### config.mk
export PLATFORM = sky130hd
export DESIGN_NAME = stateen_csr
export DESIGN_NICKNAME = d
export VERILOG_FILES = /design/src/rtl/stateen_csr.sv
export SDC_FILE = /design/constraint.sdc
export NUM_CORES = 1
export LEC_CHECK = 0
export ABC_CLOCK_PERIOD_IN_PS = 2400
export BUFFER_PORTS_ARGS = -buffer_cell sky130_fd_sc_hd__buf_4
export CAP_MARGIN = 20
export CORE_ASPECT_RATIO = 0.75
export CORE_MARGIN = 5
export CORE_UTILIZATION = 61
export CTS_CLUSTER_DIAMETER = 80
export DETAILED_ROUTE_END_ITERATION = 10
export HOLD_SLACK_MARGIN = 0.15
export PLACE_DENSITY = 0.79
export SLEW_MARGIN = 10
export SYNTH_ARGS = -nofsm -noshare
export SYNTH_HDL_FRONTEND = slang
export SYNTH_SLANG_ARGS = --single-unit
### constraint.sdc
create_clock -name clk -period 2.4 [get_ports clk]
set_input_delay 0.24 -clock clk [delete_from_list [all_inputs] [get_ports clk]]
set_output_delay 0.24 -clock clk [all_outputs]
set_load 0.05 [all_outputs]
### src/rtl/stateen_csr.sv
module stateen_csr #(
  parameter int          DW      = 32,
  parameter logic [63:0] M_MASK0 = 64'hDC00_0000_0000_0003,
  parameter logic [63:0] M_MASKN = 64'h8000_0000_0000_0000,
  parameter logic [63:0] H_MASK0 = 64'hDC00_0000_0000_0003,
  parameter logic [63:0] H_MASKN = 64'h8000_0000_0000_0000,
  parameter logic [63:0] S_MASK0 = 64'h0000_0000_0000_0003,
  parameter logic [63:0] S_MASKN = 64'h0
) (
  input  logic          clk,
  input  logic          rst_n,
  input  logic          feat_en,
  input  logic [1:0]    priv,
  input  logic          virt,
  input  logic          acc_en,
  input  logic          acc_we,
  input  logic [11:0]   acc_addr,
  input  logic [DW-1:0] acc_wdata,
  output logic [DW-1:0] acc_rdata,
  output logic          acc_hit,
  output logic          acc_illegal
);
  localparam int  NREG   = 4;
  localparam bit  SPLIT  = (DW == 32);

  logic [NREG-1:0][63:0] mreg, hreg, sreg;

  wire [1:0] idx  = acc_addr[1:0];
  wire       slot = acc_en && (acc_addr[3:2] == 2'b11);
  wire       m_lo = slot && (acc_addr[11:4] == 8'h30);
  wire       m_hi = slot && SPLIT && (acc_addr[11:4] == 8'h31);
  wire       h_lo = slot && (acc_addr[11:4] == 8'h60);
  wire       h_hi = slot && SPLIT && (acc_addr[11:4] == 8'h61);
  wire       s_lo = slot && (acc_addr[11:4] == 8'h10);
  wire       m_any = m_lo | m_hi;
  wire       h_any = h_lo | h_hi;
  wire       hi    = m_hi | h_hi;

  wire is_m = (priv == 2'b11);
  wire is_s = (priv == 2'b01);

  logic priv_ok;
  always_comb begin
    if (m_any)      priv_ok = is_m;
    else if (h_any) priv_ok = is_m | (is_s & ~virt);
    else            priv_ok = is_m | is_s;
  end

  assign acc_hit     = m_any | h_any | s_lo;
  assign acc_illegal = acc_hit & (~feat_en | ~priv_ok);
  wire   legal       = acc_hit & ~acc_illegal;
  wire   wr          = legal & acc_we;

  logic [63:0] cur, mask, comp, nxt;

  always_comb begin
    if (m_any) begin
      cur  = mreg[idx];
      mask = (idx == 2'd0) ? M_MASK0 : M_MASKN;
    end else if (h_any) begin
      cur  = hreg[idx];
      mask = ((idx == 2'd0) ? H_MASK0 : H_MASKN) & mreg[idx];
    end else begin
      cur  = sreg[idx];
      mask = ((idx == 2'd0) ? S_MASK0 : S_MASKN) & (virt ? hreg[idx] : mreg[idx]);
    end
  end

  generate
    if (SPLIT) begin : g_narrow
      assign comp      = hi ? {acc_wdata, cur[31:0]} : {cur[63:32], acc_wdata};
      assign acc_rdata = !legal ? '0 : (hi ? cur[63:32] : cur[31:0]);
    end else begin : g_wide
      assign comp      = acc_wdata;
      assign acc_rdata = legal ? cur : '0;
    end
  endgenerate

  assign nxt = (cur & ~mask) | (comp & mask);

  generate
    for (genvar i = 0; i < NREG; i++) begin : g_reg
      always_ff @(posedge clk or negedge rst_n) begin
        if (!rst_n) begin
          mreg[i] <= '0;
          hreg[i] <= '0;
          sreg[i] <= '0;
        end else if (wr && (idx == i)) begin
          if (m_any)      mreg[i] <= nxt;
          else if (h_any) hreg[i] <= nxt;
          else            sreg[i] <= nxt;
        end
      end
    end
  endgenerate
endmodule

After elaboration in Yosys (flattened, before gate mapping)
Index checks and enable logic that the tools add are counted.

cells by class
  order comparisons = 1
  equality and inequality tests = 11
  muxes and demuxes = 18
  bitwise gates (word level) = 24
  reduce and logical (&&, ||, !) cells = 23

operators by type and width
  operator            count
  $mux 64             9
  $bmux 64 s2         3
  $and 64x64->64      3
  $and 2x64->64       1
  $mux 32             2
  $not 64->64         1
  $or 64x64->64       1
  $mux 63             1
  $reduce_and 3->1    8
  $eq 8x6->1 const B  2
  $eq 8x7->1 const B  2
  $logic_and 1x1->1   10
  $eq 2x2->1 const B  4
  $eq 8x5->1 const B  1
  $or 1x1->1          8
  $reduce_and 2->1    4
  $not 1->1           6
  $and 1x1->1         4
  $eq 2x1->1 const B  2
  $lt 2x3->1 const B  1
  $logic_not 2->1     1
  $mux 1              2
  $mux 2              1

word-level totals
  bits in registers = 768
  bits of input ports = 52
  word-level logic and storage cells = 89

Longest topological paths before layout
  depth in word-level cells = 14
  depth in mapped cells = 9
  mapped depth without buffers = 5

Worst setup path before layout
OpenSTA, ideal clock, no wires.

  kind = input-to-output
  from = input acc_addr[8]
  to = output acc_illegal
  arrival time = 3239 ps
  data required time = 2160 ps
  slack = -1079 ps
  stages = 3
  path buffers = 0
  cell sequence = nand3b_1 a2111o_1 a2111oi_0

on the way
  word-level cells in the longest chain between the ends = 8
  elaborated cells between the ends (all ways) = 19

ends and longest elaborated chain
  item                                  RTL line  RTL
  from (decl)                           17        input logic [11:0] acc_addr,
  $eq 8x7->1 (on tied branches)         32, 33
  $logic_and 1x1->1 (on tied branches)  32, 33
  $or 1x1->1                            36        wire h_any = h_lo | h_hi;
  $mux 1                                45        else if (h_any) priv_ok = is_m | (is_s & ~virt);
  $mux 1                                44        if (m_any) priv_ok = is_m;
  $not 1->1                             50        assign acc_illegal = acc_hit & (~feat_en | ~priv_ok);
  $or 1x1->1                            50
  $and 1x1->1 (*)                       50
  to (decl)                             21        output logic acc_illegal

Every way passes the cells marked *; elsewhere a longest branch is shown, timed or not.

Final worst setup path
  from = register hreg[251] (netlist name)
  to = output acc_rdata[27]

on the way
  word-level cells in the longest chain between the ends = 6

ends and longest elaborated chain
  item                               RTL line  RTL
  from (decl)                        26        logic [NREG-1:0][63:0] mreg, hreg, sreg;
  from (signal, indexed assignment)  90        else if (h_any) hreg[i] <= nxt;
  $bmux 64 s2                        61        cur = hreg[idx];
  $mux 64 (implied by the code)      61
  $mux 64                            60        end else if (h_any) begin
  $mux 64                            57        if (m_any) begin
  $mux 32 (2 in series)              72        assign acc_rdata = !legal ? '0 : (hi ? cur[63:32] : cur[31:0]);
  to (decl)                          19        output logic [DW-1:0] acc_rdata,

Every way passes these cells. The select of a mux whose other input is x is not followed.

==> reports/results.tsv <==
stage	metric	value	unit
run_status	status	finished with violations	
run_status	failing checks	negative setup slack	
sta	Final Hold Violating Endpoints	0	
setup_path	Cell Chain, Critical Path	mux4_2 > a22o_1 > a221oi_2 > buf_4 > a211oi_4 > buf_6	
route	wire per inst	22.9	µm
run	max-cap check violation count	0	
pwr	Static Leakage	12.7	nW
clock_network	clock slew at reported path FFs	0.06	ns
pwr	worst vdd ir	0.699	mV
grt	largest net degree at the start of global routing	87	
logic_synthesis	Most used DFF post-synth	dfrtp_1	
clock_network	Max Root-Sink Buffers	3	
setup_path	worst r2r src	mreg[250]	
logic_synthesis	flops & latches, synth	660	
clock_network	CTS tree	yes	
logic_synthesis	Mapped Cells	1813	
sta	RSZ-0062 raised after global routing	true	
route	post-route ant nets	0	
floorplan	Die ar.	45000	µm²
floorplan	Starting Density	61.4	%
grt	Remaining Overflow, GRT	0	
cells_and_area	area of the multi-input gates	6070	µm²
logic_synthesis	Post-synth EDFFs	0	
logic_synthesis	area leader, netlist	dfrtp_1	
route	drt drc	0	
route	Total Wirelength	43100	µm
setup_path	CP max stage delay	0.48	ns
cells_and_area	# fillers	2426	
grt	vias in the first global route	12600	
cells_and_area	ant diodes	0	
setup_path	Critical Path RT	2.16	ns
sta	Least-Margin Pin Slew	0.646	ns
logic_synthesis	Seq/Total Area, Yosys	66.3	%
clock_network	Clock Sinks	660	
setup_path	Max FO, Critical Path	2	
clock_network	Worst-Skew Late Latency	0.60	ns
setup_path	Worst R2R Path Depth	6	
sta	clk_skew	0.00454	ns
sta	final number of setup-violating endpoints	14	
placement	IO Port Bufs	60	
placement	placer congestion estimate	0.830	
logic_synthesis	Distinct cells, synth	54	
logic_synthesis	syn nets	1865	
clock_network	total CTS buffers	56	
setup_path	kind of end point of the critical path	output port	
sta	Tmin final	2.56	ns
grt	first-pass GRT wire length	71800	µm
cells_and_area	FF/Latch Area	16500	µm²
floorplan	IO Count	86	
setup_path	Setup CP Type	reg -> out	
setup_path	setup slack, reg-to-reg	0.39	ns
logic_synthesis	Synth area leaders	dfrtp_1 (66%), mux4_2 (15%), clkbuf_1 (10%), o221ai_1 (1.0%), o211ai_1 (0.78%)	
logic_synthesis	Synth async-reset ratio	100	%
setup_path	CP max stage cell	mux4_2	
pwr	power per standard cell area	800	nW/µm²
setup_path	reg-to-reg endpoint	hreg[58]	
logic_synthesis	Syn Area/Cell	13.7	µm²
setup_path	Arr. time, crit path	2.32	ns
cells_and_area	fraction of layout instances using a drive strength above 1	36.3	%
clock_network	H-tree depth	2	
setup_path	startpoint types	register	
sta	Slew headroom	56.9	%
floorplan	Die Span Y	185	µm
floorplan	die width	243	µm
route	Via Count	10600	
sta	Slew Limit Fails	0	
grt	initial antenna violation count	0	
sta	Final Cycle Share	107	%
cells_and_area	final net count	1359	
clock_network	root buffer cell	clkbuf_16	
route	drt via density	5.66	
grt	GRT Util Overall	20.3	%
logic_synthesis	Yosys top cell area share	66.3	%
placement	post-DP HPWL	26100	µm
logic_synthesis	Yosys warnings	0	
route	Initial DRC Count	880	
logic_synthesis	Cell Area, Synth	24900	µm²
floorplan	row count	64	
placement	dpl ws	-0.0341	ns
min_path	hold crit path type	in -> async	
route	Initial DRT Pass Iterations	5	
floorplan	core box area	40600	µm²
sta	post-route setup slack	-0.165	ns
cells_and_area	area delta synth->final	8.11	%
sta	fmax	390	MHz
cells_and_area	Final Util	66.4	%
where the power goes:
group	switching [W]	internal (W)
clock	0.00401	0.00569
combinational	0.000466	0.000276
sequential	0.0000000000426	0.0111
total	0.00448	0.0171
cells in the mapped netlist, drive strengths merged (4+ instances only):
cell and n:
a22o 5, a22oi 4, o22ai 29, a221oi 4, nor2 4, clkbuf 671
nor3 9, mux2 17, a21o 4, o221ai 29, o21ai 10, o211ai 26
o31ai 6, a21oi 33, nand2 39, buf 42, mux4 165, a211oi 5
nand3b 4, inv 8, dfrtp 660
worst max-delay path by stage:
stage                           start            end  cells after the start
after floorplan           acc_addr[8]    acc_illegal                      3
after global routing        mreg[252]  acc_rdata[28]                      6
final                       hreg[251]  acc_rdata[27]                      6
after CTS                   hreg[251]  acc_rdata[27]                      6
after global placement    acc_addr[0]  acc_rdata[27]                      8
after detailed placement  acc_addr[0]  acc_rdata[27]                      8
through the flow:
stage          power (W)  hold WS (ns)  TNS [ns]  std cells  area, µm²
5_1_grt           0.0223         0.168     -2.83       1882      26900
4_1_cts           0.0218         0.154     -1.42       1880      26800
3_5_place_dp      0.0121         0.252    -0.145       1762      24400
3_3_place_gp      0.0120         0.243   -0.0358       1762      24400
2_1_floorplan     0.0116       -0.0556    -0.407       1813      25100
6_report          0.0216         0.183    -0.777       1882      26900
final cells by class:
class                           instances  share of cell area (%)
Tap cell                              528                    2.45
Sequential cell                       660                    61.3
Clock buffer                           79                    6.00
Inverter                                8                   0.111
Multi-Input combinational cell        432                    22.5
Clock inverter                         26                    1.43
Timing Repair Buffer                  149                    6.18
cells in the final DEF (no fill, tap or decap), types with 4 or more instances in the layout:
cell	netlist	layout
o22ai_2	0	21
o22ai_1	29	5
a22o_1	5	5
a22oi_2	0	4
dfrtp_1	660	660
o221ai_1	29	29
clkbuf_16	0	56
clkbuf_1	671	10
nand2_1	37	35
a21oi_2	0	28
nor3_1	9	9
o31ai_1	6	6
clkinv_2	0	10
mux2_2	7	7
mux4_2	164	165
clkbuf_8	0	13
o21ai_0	10	7
bufinv_16	0	9
buf_6	3	35
a21oi_1	33	5
o211ai_1	26	26
dlygate4sd3_1	0	8
inv_1	8	8
a21o_1	4	4
nand2_2	2	4
mux2_1	8	8
a221oi_2	0	4
a211oi_4	0	4
nand3b_1	4	4
buf_4	8	74
buf_12	1	31
metal layers:
metal  GRT usage (%)  vias to the layer above  part of all wire [%]
met3            3.69                       74                   4.7
met4            6.24                        0                   2.3
met5               0                        -                     0
met2            30.5                      266                    46
li1                -                     4773                     -
met1            31.2                     5535                    47
cells by family after synthesis:
| group | synth area share, % |
|---|---|
| flops | 66.3 |
| mux | 15.8 |
| buf+inv | 11.3 |
| simple gates | 1.83 |
| compound gates | 4.89 |
registers in the layout, summed over array words and instances, names as in the netlist:
register and cells:
hreg 256, mreg 256, sreg 148
timing repair:
action / 4_1_cts / 5_1_grt
resized for setup: 61 / 21
pin swaps: 23 / 14
endpoints found under the setup margin: 29 / 32
buffers inserted: 5 / 2
hold endpoints to repair: 224 / 0
hold buffers: 8 / 0
critical path, delay by kind of cell (launching register included):
family	cells	cell delay (ns)
buffers and inverters	2	0.33
AOI/OAI and AO/OA	3	0.53
muxes	1	0.48
DFF	1	0.39
Note: power is estimated with default switching activity, not from simulation.
